===== src/rtl/bwd_pkg.sv =====
package bwd_pkg;
  localparam int unsigned BCD_W = 4;

  typedef logic [BCD_W-1:0] bcd_digit_t;

  // Decrement one BCD digit with borrow in; returns {borrow_out, digit}.
  function automatic logic [BCD_W:0] bcd_digit_dec(input bcd_digit_t d, input logic bin);
    logic [BCD_W:0] r;
    if (!bin) begin
      r = {1'b0, d};
    end else if (d == '0) begin
      r = {1'b1, 4'd9};
    end else begin
      r = {1'b0, d - 4'd1};
    end
    return r;
  endfunction
endpackage


===== src/rtl/bwd_regs.sv =====
module bwd_regs #(
  parameter int unsigned ADDR_W = 4,
  parameter int unsigned DATA_W = 8,
  parameter int unsigned NREG = 2,
  parameter logic [ADDR_W-1:0] BASE_ADDR = 4'hC,
  localparam int unsigned PW = NREG * DATA_W
) (
  input  logic              clk,
  input  logic              rst_n,
  input  logic              sel,
  input  logic              wr,
  input  logic [ADDR_W-1:0] addr,
  input  logic [DATA_W-1:0] wdata,
  output logic              access,
  output logic [PW-1:0]     prog,
  output logic [PW-1:0]     prog_nxt,
  output logic [DATA_W-1:0] rdata
);
  logic [NREG-1:0] hit;

  for (genvar g = 0; g < NREG; g++) begin : g_reg
    logic [DATA_W-1:0] byte_q;
    logic              byte_en;

    assign hit[g]   = (addr == BASE_ADDR + ADDR_W'(g));
    assign byte_en  = sel & wr & hit[g];

    always_ff @(posedge clk or negedge rst_n) begin
      if (!rst_n) begin
        byte_q <= '0;
      end else if (byte_en) begin
        byte_q <= wdata;
      end
    end

    assign prog[g*DATA_W +: DATA_W]     = byte_q;
    assign prog_nxt[g*DATA_W +: DATA_W] = byte_en ? wdata : byte_q;
  end

  assign access = sel & (|hit);

  always_comb begin
    rdata = '0;
    for (int i = 0; i < NREG; i++) begin
      if (hit[i]) rdata = prog[i*DATA_W +: DATA_W];
    end
  end
endmodule


===== src/rtl/bwd_bcd_down.sv =====
module bwd_bcd_down
  import bwd_pkg::*;
#(
  parameter int unsigned DIGITS = 4,
  localparam int unsigned W = DIGITS * BCD_W
) (
  input  logic         clk,
  input  logic         rst_n,
  input  logic         load,
  input  logic [W-1:0] load_val,
  input  logic         dec,
  output logic [W-1:0] cnt,
  output logic         at_one
);
  localparam logic [W-1:0] ONE = W'(1);

  logic [W-1:0] cnt_q;
  logic [W-1:0] cnt_d;
  logic [W-1:0] dec_val;
  logic         cnt_en;

  always_comb begin
    logic           bw;
    logic [BCD_W:0] step;
    bw = 1'b1;
    dec_val = '0;
    for (int d = 0; d < DIGITS; d++) begin
      step = bcd_digit_dec(cnt_q[d*BCD_W +: BCD_W], bw);
      dec_val[d*BCD_W +: BCD_W] = step[BCD_W-1:0];
      bw = step[BCD_W];
    end
  end

  assign cnt_en = load | dec;

  always_comb begin
    cnt_d = load ? load_val : dec_val;
  end

  always_ff @(posedge clk or negedge rst_n) begin
    if (!rst_n) begin
      cnt_q <= '0;
    end else if (cnt_en) begin
      cnt_q <= cnt_d;
    end
  end

  assign cnt    = cnt_q;
  assign at_one = (cnt_q == ONE);
endmodule


===== src/rtl/bwd_ctrl.sv =====
module bwd_ctrl #(
  parameter int unsigned W = 16
) (
  input  logic         clk,
  input  logic         rst_n,
  input  logic         access,
  input  logic         tick,
  input  logic [W-1:0] prog,
  input  logic         at_one,
  output logic         load,
  output logic         dec,
  output logic         flag
);
  logic enabled;
  logic counting;
  logic expire;
  logic flag_q;
  logic flag_d;
  logic flag_en;

  assign enabled  = (prog != '0);
  assign counting = ~access & tick & enabled;
  assign expire   = counting & at_one;

  always_comb begin
    load = access | expire;
    dec  = counting & ~at_one;
  end

  assign flag_en = access | expire;

  always_comb begin
    flag_d = access ? 1'b0 : 1'b1;
  end

  always_ff @(posedge clk or negedge rst_n) begin
    if (!rst_n) begin
      flag_q <= 1'b0;
    end else if (flag_en) begin
      flag_q <= flag_d;
    end
  end

  assign flag = flag_q;
endmodule


===== src/rtl/bcd_watchdog.sv =====
module bcd_watchdog #(
  parameter int unsigned ADDR_W = 4,
  parameter int unsigned DATA_W = 8,
  parameter int unsigned NREG = 2,
  parameter logic [ADDR_W-1:0] BASE_ADDR = 4'hC
) (
  input  logic              clk,
  input  logic              rst_n,
  input  logic              tick_100hz,
  input  logic              bus_sel,
  input  logic              bus_wr,
  input  logic [ADDR_W-1:0] bus_addr,
  input  logic [DATA_W-1:0] bus_wdata,
  output logic [DATA_W-1:0] bus_rdata,
  output logic              wd_flag,
  output logic              wd_irq_n
);
  localparam int unsigned PW     = NREG * DATA_W;
  localparam int unsigned DIGITS = PW / bwd_pkg::BCD_W;

  logic [1:0]    rst_sync_q;
  logic          rst_ni;
  logic          access;
  logic [PW-1:0] prog;
  logic [PW-1:0] prog_nxt;
  logic [PW-1:0] cnt;
  logic          at_one;
  logic          load;
  logic          dec;
  logic          flag;

  always_ff @(posedge clk or negedge rst_n) begin
    if (!rst_n) begin
      rst_sync_q <= 2'b00;
    end else begin
      rst_sync_q <= {rst_sync_q[0], 1'b1};
    end
  end
  assign rst_ni = rst_sync_q[1];

  bwd_regs #(
    .ADDR_W(ADDR_W), .DATA_W(DATA_W), .NREG(NREG), .BASE_ADDR(BASE_ADDR)
  ) u_regs (
    .clk(clk), .rst_n(rst_ni), .sel(bus_sel), .wr(bus_wr), .addr(bus_addr),
    .wdata(bus_wdata), .access(access), .prog(prog), .prog_nxt(prog_nxt),
    .rdata(bus_rdata)
  );

  bwd_ctrl #(.W(PW)) u_ctrl (
    .clk(clk), .rst_n(rst_ni), .access(access), .tick(tick_100hz),
    .prog(prog), .at_one(at_one), .load(load), .dec(dec), .flag(flag)
  );

  bwd_bcd_down #(.DIGITS(DIGITS)) u_cnt (
    .clk(clk), .rst_n(rst_ni), .load(load), .load_val(prog_nxt), .dec(dec),
    .cnt(cnt), .at_one(at_one)
  );

  assign wd_flag  = flag;
  assign wd_irq_n = ~flag;
endmodule


===== config.mk =====
export PLATFORM = sky130hd
export DESIGN_NAME = bcd_watchdog
export DESIGN_NICKNAME = d
export VERILOG_FILES = /design/src/rtl/bwd_pkg.sv /design/src/rtl/bwd_regs.sv /design/src/rtl/bwd_bcd_down.sv /design/src/rtl/bwd_ctrl.sv /design/src/rtl/bcd_watchdog.sv
export SDC_FILE = /design/constraint.sdc
export NUM_CORES = 1
export LEC_CHECK = 0
export BUFFER_PORTS_ARGS = -buffer_cell sky130_fd_sc_hd__buf_2
export CORE_MARGIN = 5
export CORE_UTILIZATION = 40
export DETAILED_ROUTE_END_ITERATION = 8
export GPL_TIMING_DRIVEN = 0
export SLEW_MARGIN = 30
export SYNTH_ARGS = -nofsm -noshare
export SYNTH_HDL_FRONTEND = slang
export SYNTH_SLANG_ARGS = --single-unit
export TNS_END_PERCENT = 100

===== constraint.sdc =====
create_clock -name clk -period 1.3 [get_ports clk]
set_input_delay 0.065 -clock clk [delete_from_list [all_inputs] [get_ports clk]]
set_output_delay 0.065 -clock clk [all_outputs]
set_load 0.03 [all_outputs]

After elaboration in Yosys (flattened, before gate mapping)
Index checks and enable logic that the tools add are counted.

word-level totals
  output and inout bits = 10
  flip-flop bits (word level) = 35

cells by class
  mux-type cells = 13
  bitwise operators = 13
  add/subtract/negate cells = 4
  reduce and logical (&&, ||, !) cells = 12
  equality and inequality tests = 3

operator list
  kind                   number
  $mux W8                4
  $mux W5                5
  $eq A16 B1 Y1 const B  1
  $logic_not A4 Y1       4
  $mux W16               1
  $reduce_bool A16 Y1    1
  $sub A4 B1 Y4 const B  4
  $and A1 B1 Y1          8
  $eq A4 B4 Y1 const B   2
  $mux W4                2
  $reduce_and A2 Y1      3
  $reduce_bool A2 Y1     3
  $not A1 Y1             3
  $or A1 B1 Y1           2
  $reduce_or A2 Y1       1
  $mux W1                1

Longest topological paths before layout
  depth after elaboration = 10
  depth in mapped cells = 8
  gate-level depth less buffers = 7

Modules after synthesis
From an unflattened synthesis, not the netlist that was laid out.

unflattened totals
  cell total of the unflattened synthesis = 194
  area, all modules = 2033.2 µm²

modules (own cells, without submodules)
  module        cells each  area each (µm²)  times used  sequential area each (µm²)
  bwd_bcd_down  121         1076.0           1           400.4
  bwd_regs      57          782.0            1           400.4
  bwd_ctrl      12          117.6            1           25.0
  bcd_watchdog  4           57.6             1           50.0

Worst setup path after synthesis
OpenSTA, ideal clock, no wires.

  kind = register -> register
  start = register u_cnt.cnt_q[4], in the netlist u_cnt.cnt[4]
  end = register u_cnt.cnt_q[1], in the netlist u_cnt.cnt[1]
  path buffers = 1
  path slack = -0.807 ns
  data arrival time = 1.981 ns
  cell stages (with the launch flop) = 9
  cells stage by stage = dfrtp_1 inv_1 ha_1 nor3b_1 and3_1 and4_1 buf_6 o21ai_1 a221o_1

on the way
  word-level cells in the longest chain between the ends = 4

ends and longest elaborated chain
  element                                        RTL line                                text
  from (decl)                                    bwd_bcd_down.sv:17                      logic [W-1:0] cnt_q;
  from (signal assigned)                         bwd_bcd_down.sv:44                      cnt_q <= cnt_d;
  $eq A16 B1 Y1 (*)                              bwd_bcd_down.sv:49                      assign at_one = (cnt_q == ONE);
  $and A1 B1 Y1 or $not A1 Y1 (tied branches)    bwd_ctrl.sv:23, bwd_ctrl.sv:27
  $or A1 B1 Y1 or $and A1 B1 Y1 (tied branches)  bwd_ctrl.sv:26, bwd_ctrl.sv:27
  $mux W16 or $or A1 B1 Y1 (tied branches)       bwd_bcd_down.sv:37, bwd_bcd_down.sv:34

Every way passes the cells marked *; elsewhere a longest branch is shown, timed or not.
A chain may end at the register's enable or synchronous reset.

Final worst setup path
  start = register u_cnt.cnt_q[13], in the netlist u_cnt.cnt[13]
  end = register u_cnt.cnt_q[2], in the netlist u_cnt.cnt[2]

Same word-level chain as after synthesis.

==> results.md <==
- Status: finished, violations left
- Failing checks: negative setup slack
- Mapped Avg Cell Area: 10.7 sq um
- Crit-path cells: or3_4 -> nor4b_4 -> buf_4 -> and4_4 -> buf_8 -> o31ai_2 -> a221o_1
- Max cap viols: 0
- ANT cells: 0
- Worst-Margin Slew: 0.733 ns
- Clock Path Buffers: 2
- TritonCTS clock tree: done
- Placed standard-cell area: 2210 sq um
- Vias in the first global route: 1705
- Crit path time final: ~2.0 ns
- Worst R2R End: u_cnt.cnt[2]
- Nets: 252
- Total of flip-flops plus latches after synthesis: 35
- Die ar.: 6370 sq um
- Detail Route Antenna Nets: 0
- Hold Violations, Final: 0
- DR WL/cell: between 15 and 20 um
- Post-Synth Simple-Gate Area: 21.6%
- Fin util: 57.4%
- PD cells: ~1600 nW/um^2
- Synth Area in XOR/XNOR: 0%
- GRT Total Usage: 17.0%
- DRT Pass-1 Iters: 4
- Clk_lat worst skew: 0.29 ns
- Largest family of logic cells by synthesized area: simple AND/OR/NAND/NOR gates
- Port Buffer Count: 25
- Netlist cell types: 52
- Clk Tree Root Cell: clkbuf_8
- CTS buffer count: 5
- Detailed-route DRC error count: 0
- Compound-Gate Fraction of Synth Area: 16.0%
- Area fraction of the dominant cell type after synthesis: 45.0%
- Flip-flop and latch area: 878 sq um
- Hold_sp: bus_wdata[2]
- Post-Layout Cell Count: between 300 and 400
- Synth area leader: dfrtp_1
- H-tree depth: 2
- Sequential share of the synthesized area: 45.0%
- Clock slew at reported path FFs: 0.08 ns
- Slew headroom: 51.2%
- Critical Path Sink Type: flop
- Ranking of synthesized cells by area: dfrtp_1, mux2_2, mux2i_1
- Area Growth Syn to Fin: 39.2%
- Setup Viol. Count Final: 17
- Placed instance count: 274
- Fin Clk Skew: 0.0100 ns
- Crit share post-route: 157%
- Crit path launch type: flop
- Grt ovf: 0
- Dpl ws: -0.891 ns
- Die height: about 80 um
- Final Cell Area: ~2700 sq um
- Initial antenna violation count: 0
- Num ports: 27
- Multi-input combinational cell area: 1260 sq um
- Routed vias: 1702
- Global-route wire length before repair: 8380 um
- Detailed placer's ending HPWL: 3520 um
- P_leak: between 1 and 1.5 nW
- Multiplexer area fraction after synthesis: 13.4%
- Required time of the critical path: ~1.5 ns
- Hold path depth: 2
- Post-synth ARST share: 100%
- Hold Path Sink: u_regs.g_reg[0].byte_q[2]
- Clk sinks: 35
- Crit path DAT: 2.23 ns
- Iteration-0 DRC Markers: between 70 and 80
- Worst VDD drop: roughly 960 uV
- Adder-Cell Fraction of Synth Area: 0.642%
- Row count: 25
- Post-synthesis net count: 200
- Final worst slack: -0.746 ns
- Crit Path Max Fanout: 7
- Commonest cells in the netlist: dfrtp_1, nor2_1, mux2_2, nor4_1, mux2i_1
- RSZ-0062 raised after global routing: yes
- Class of the worst hold path: input port to flop
- Layout cell share with drive strength beyond 1: 47.7%
- Post-Syn Instances: 182
- WL final: 5250 um
- CP max stage delay: 0.41 ns
- Achievable Freq: 489 MHz
- Dominant synthesized flop cell: dfrtp_1
- Core ar.: 4720 sq um
- Largest net degree at the start of global routing: 34
- RR Startpoint: u_cnt.cnt[13]
- Slowest cell on the critical path: or3_4
- Crit Path Class: flop to flop
- GPL Wtd Cong: 0.824
- Reg2reg setup slack: -0.75 ns
- Die Span X: 79.8 um
- Slew Viols, Final: 0
- Fill count: 407
- Reg2Reg Depth: 7
- Count leader, synth: dfrtp_1
- DR vias/cell: 5.64
- Synth Cell Area: roughly 2000 sq um
- EDFF count, synth: 0
- Ys Warns: 0
- Initial Util: 41.2%
-- kinds of logic (layout without fill, tap and decap cells) --
group,after synthesis,in the layout
flip-flops,35,35
adder cells (fa/ha/maj),1,1
AND/OR/NAND/NOR,68,68
multiplexers,24,24
AO/OA/AOI/OAI,39,39
buffers and inverters,14,67
other,1,1
-- worst max-delay path, delay by kind of cell, from the launching register on --
family,cells,cell delay (ns)
compound gates,2,0.38
buf+inv,2,0.31
flops,1,0.39
simple gates,3,0.85
-- how the worst max path moves through the flow --
stage	from	depth (start not counted)	slack, ns	to
after floorplan	u_cnt.cnt[13]	6	-0.67	u_cnt.cnt[2]
after global placement	u_regs.g_reg[1].byte_q[2]	5	-0.88	u_cnt.cnt[4]
after detailed placement	u_regs.g_reg[1].byte_q[2]	5	-0.89	u_cnt.cnt[4]
after CTS	u_cnt.cnt[12]	7	-0.73	u_cnt.cnt[2]
after global routing	u_regs.g_reg[0].byte_q[6]	6	-0.81	u_cnt.cnt[15]
final	u_cnt.cnt[13]	7	-0.75	u_cnt.cnt[2]
-- cell type report --
| cell class | instances | area share (%) |
|---|---|---|
| multi-input combinational | 133 | 46.7 |
| clock inverter | 3 | 1.62 |
| tap | 67 | 3.09 |
| clock buffer | 5 | 2.54 |
| inverter | 7 | 0.969 |
| buffer | 7 | 1.71 |
| sequential | 35 | 32.4 |
| timing repair buffer | 45 | 11.0 |
-- through the flow --
stage / hold WS, ns / power, W / setup TNS (ns)
2_1_floorplan: -0.231 / 0.00269 / -8.82
3_3_place_gp: -0.148 / 0.00301 / -22.13
3_5_place_dp: -0.147 / 0.00302 / -17.51
4_1_cts: 0.0370 / 0.00423 / -11.14
5_1_grt: 0.0351 / 0.00471 / -12.52
6_report: 0.0397 / 0.00444 / -11.11
-- where the power goes --
part,internal (W),leakage (nW),switching [W]
logic,0.000853,0.664,0.000720
registers,0.00141,0.437,0.000462
clock network,0.000571,0.0581,0.000422
total,0.00283,1.16,0.00160
-- sequential cells by signal, summed over array words and instances (netlist names) --
| name | cells |
|---|---|
| u_ctrl.flag | 1 |
| rst_sync_q | 2 |
| u_cnt.cnt | 16 |
| u_regs.g.byte_q | 16 |
-- what timing repair did --
action | CTS | global route
setup buffers | 13 | 6
endpoints found under the setup margin | 25 | 34
resized for setup | 17 | 27
pin swaps | 9 | 11
hold endpoints to repair | 2 | 0
hold buffers | 1 | 0
-- layout by cell type, fill, tap and decap left out, types with 3 or more instances in the layout --
master / netlist / routed
nand3_1: 4 / 4
o21ai_0: 6 / 6
o221a_2: 4 / 4
clkbuf_8: 0 / 5
buf_4: 0 / 15
dfrtp_1: 35 / 33
nor3_1: 4 / 3
buf_6: 1 / 5
o211ai_1: 3 / 3
mux2_2: 15 / 15
nand4_1: 3 / 3
clkbuf_1: 3 / 3
inv_1: 7 / 7
nor4_1: 11 / 4
a21oi_1: 4 / 3
nor2_1: 18 / 15
mux2i_1: 8 / 8
nor2_4: 0 / 3
buf_2: 3 / 25
nor4_4: 0 / 6
nand2_1: 7 / 7
-- layer usage --
| layer | up-vias | part of all wire, % | global-route usage (%) |
|---|---|---|---|
| met5 | - | 0 | 0 |
| met4 | 0 | 0.61 | 4.39 |
| met3 | 4 | 5.4 | 3.39 |
| met2 | 50 | 47 | 28.0 |
| met1 | 844 | 46 | 22.9 |
| li1 | 804 | - | - |
Power figures use the tool's default switching activity.
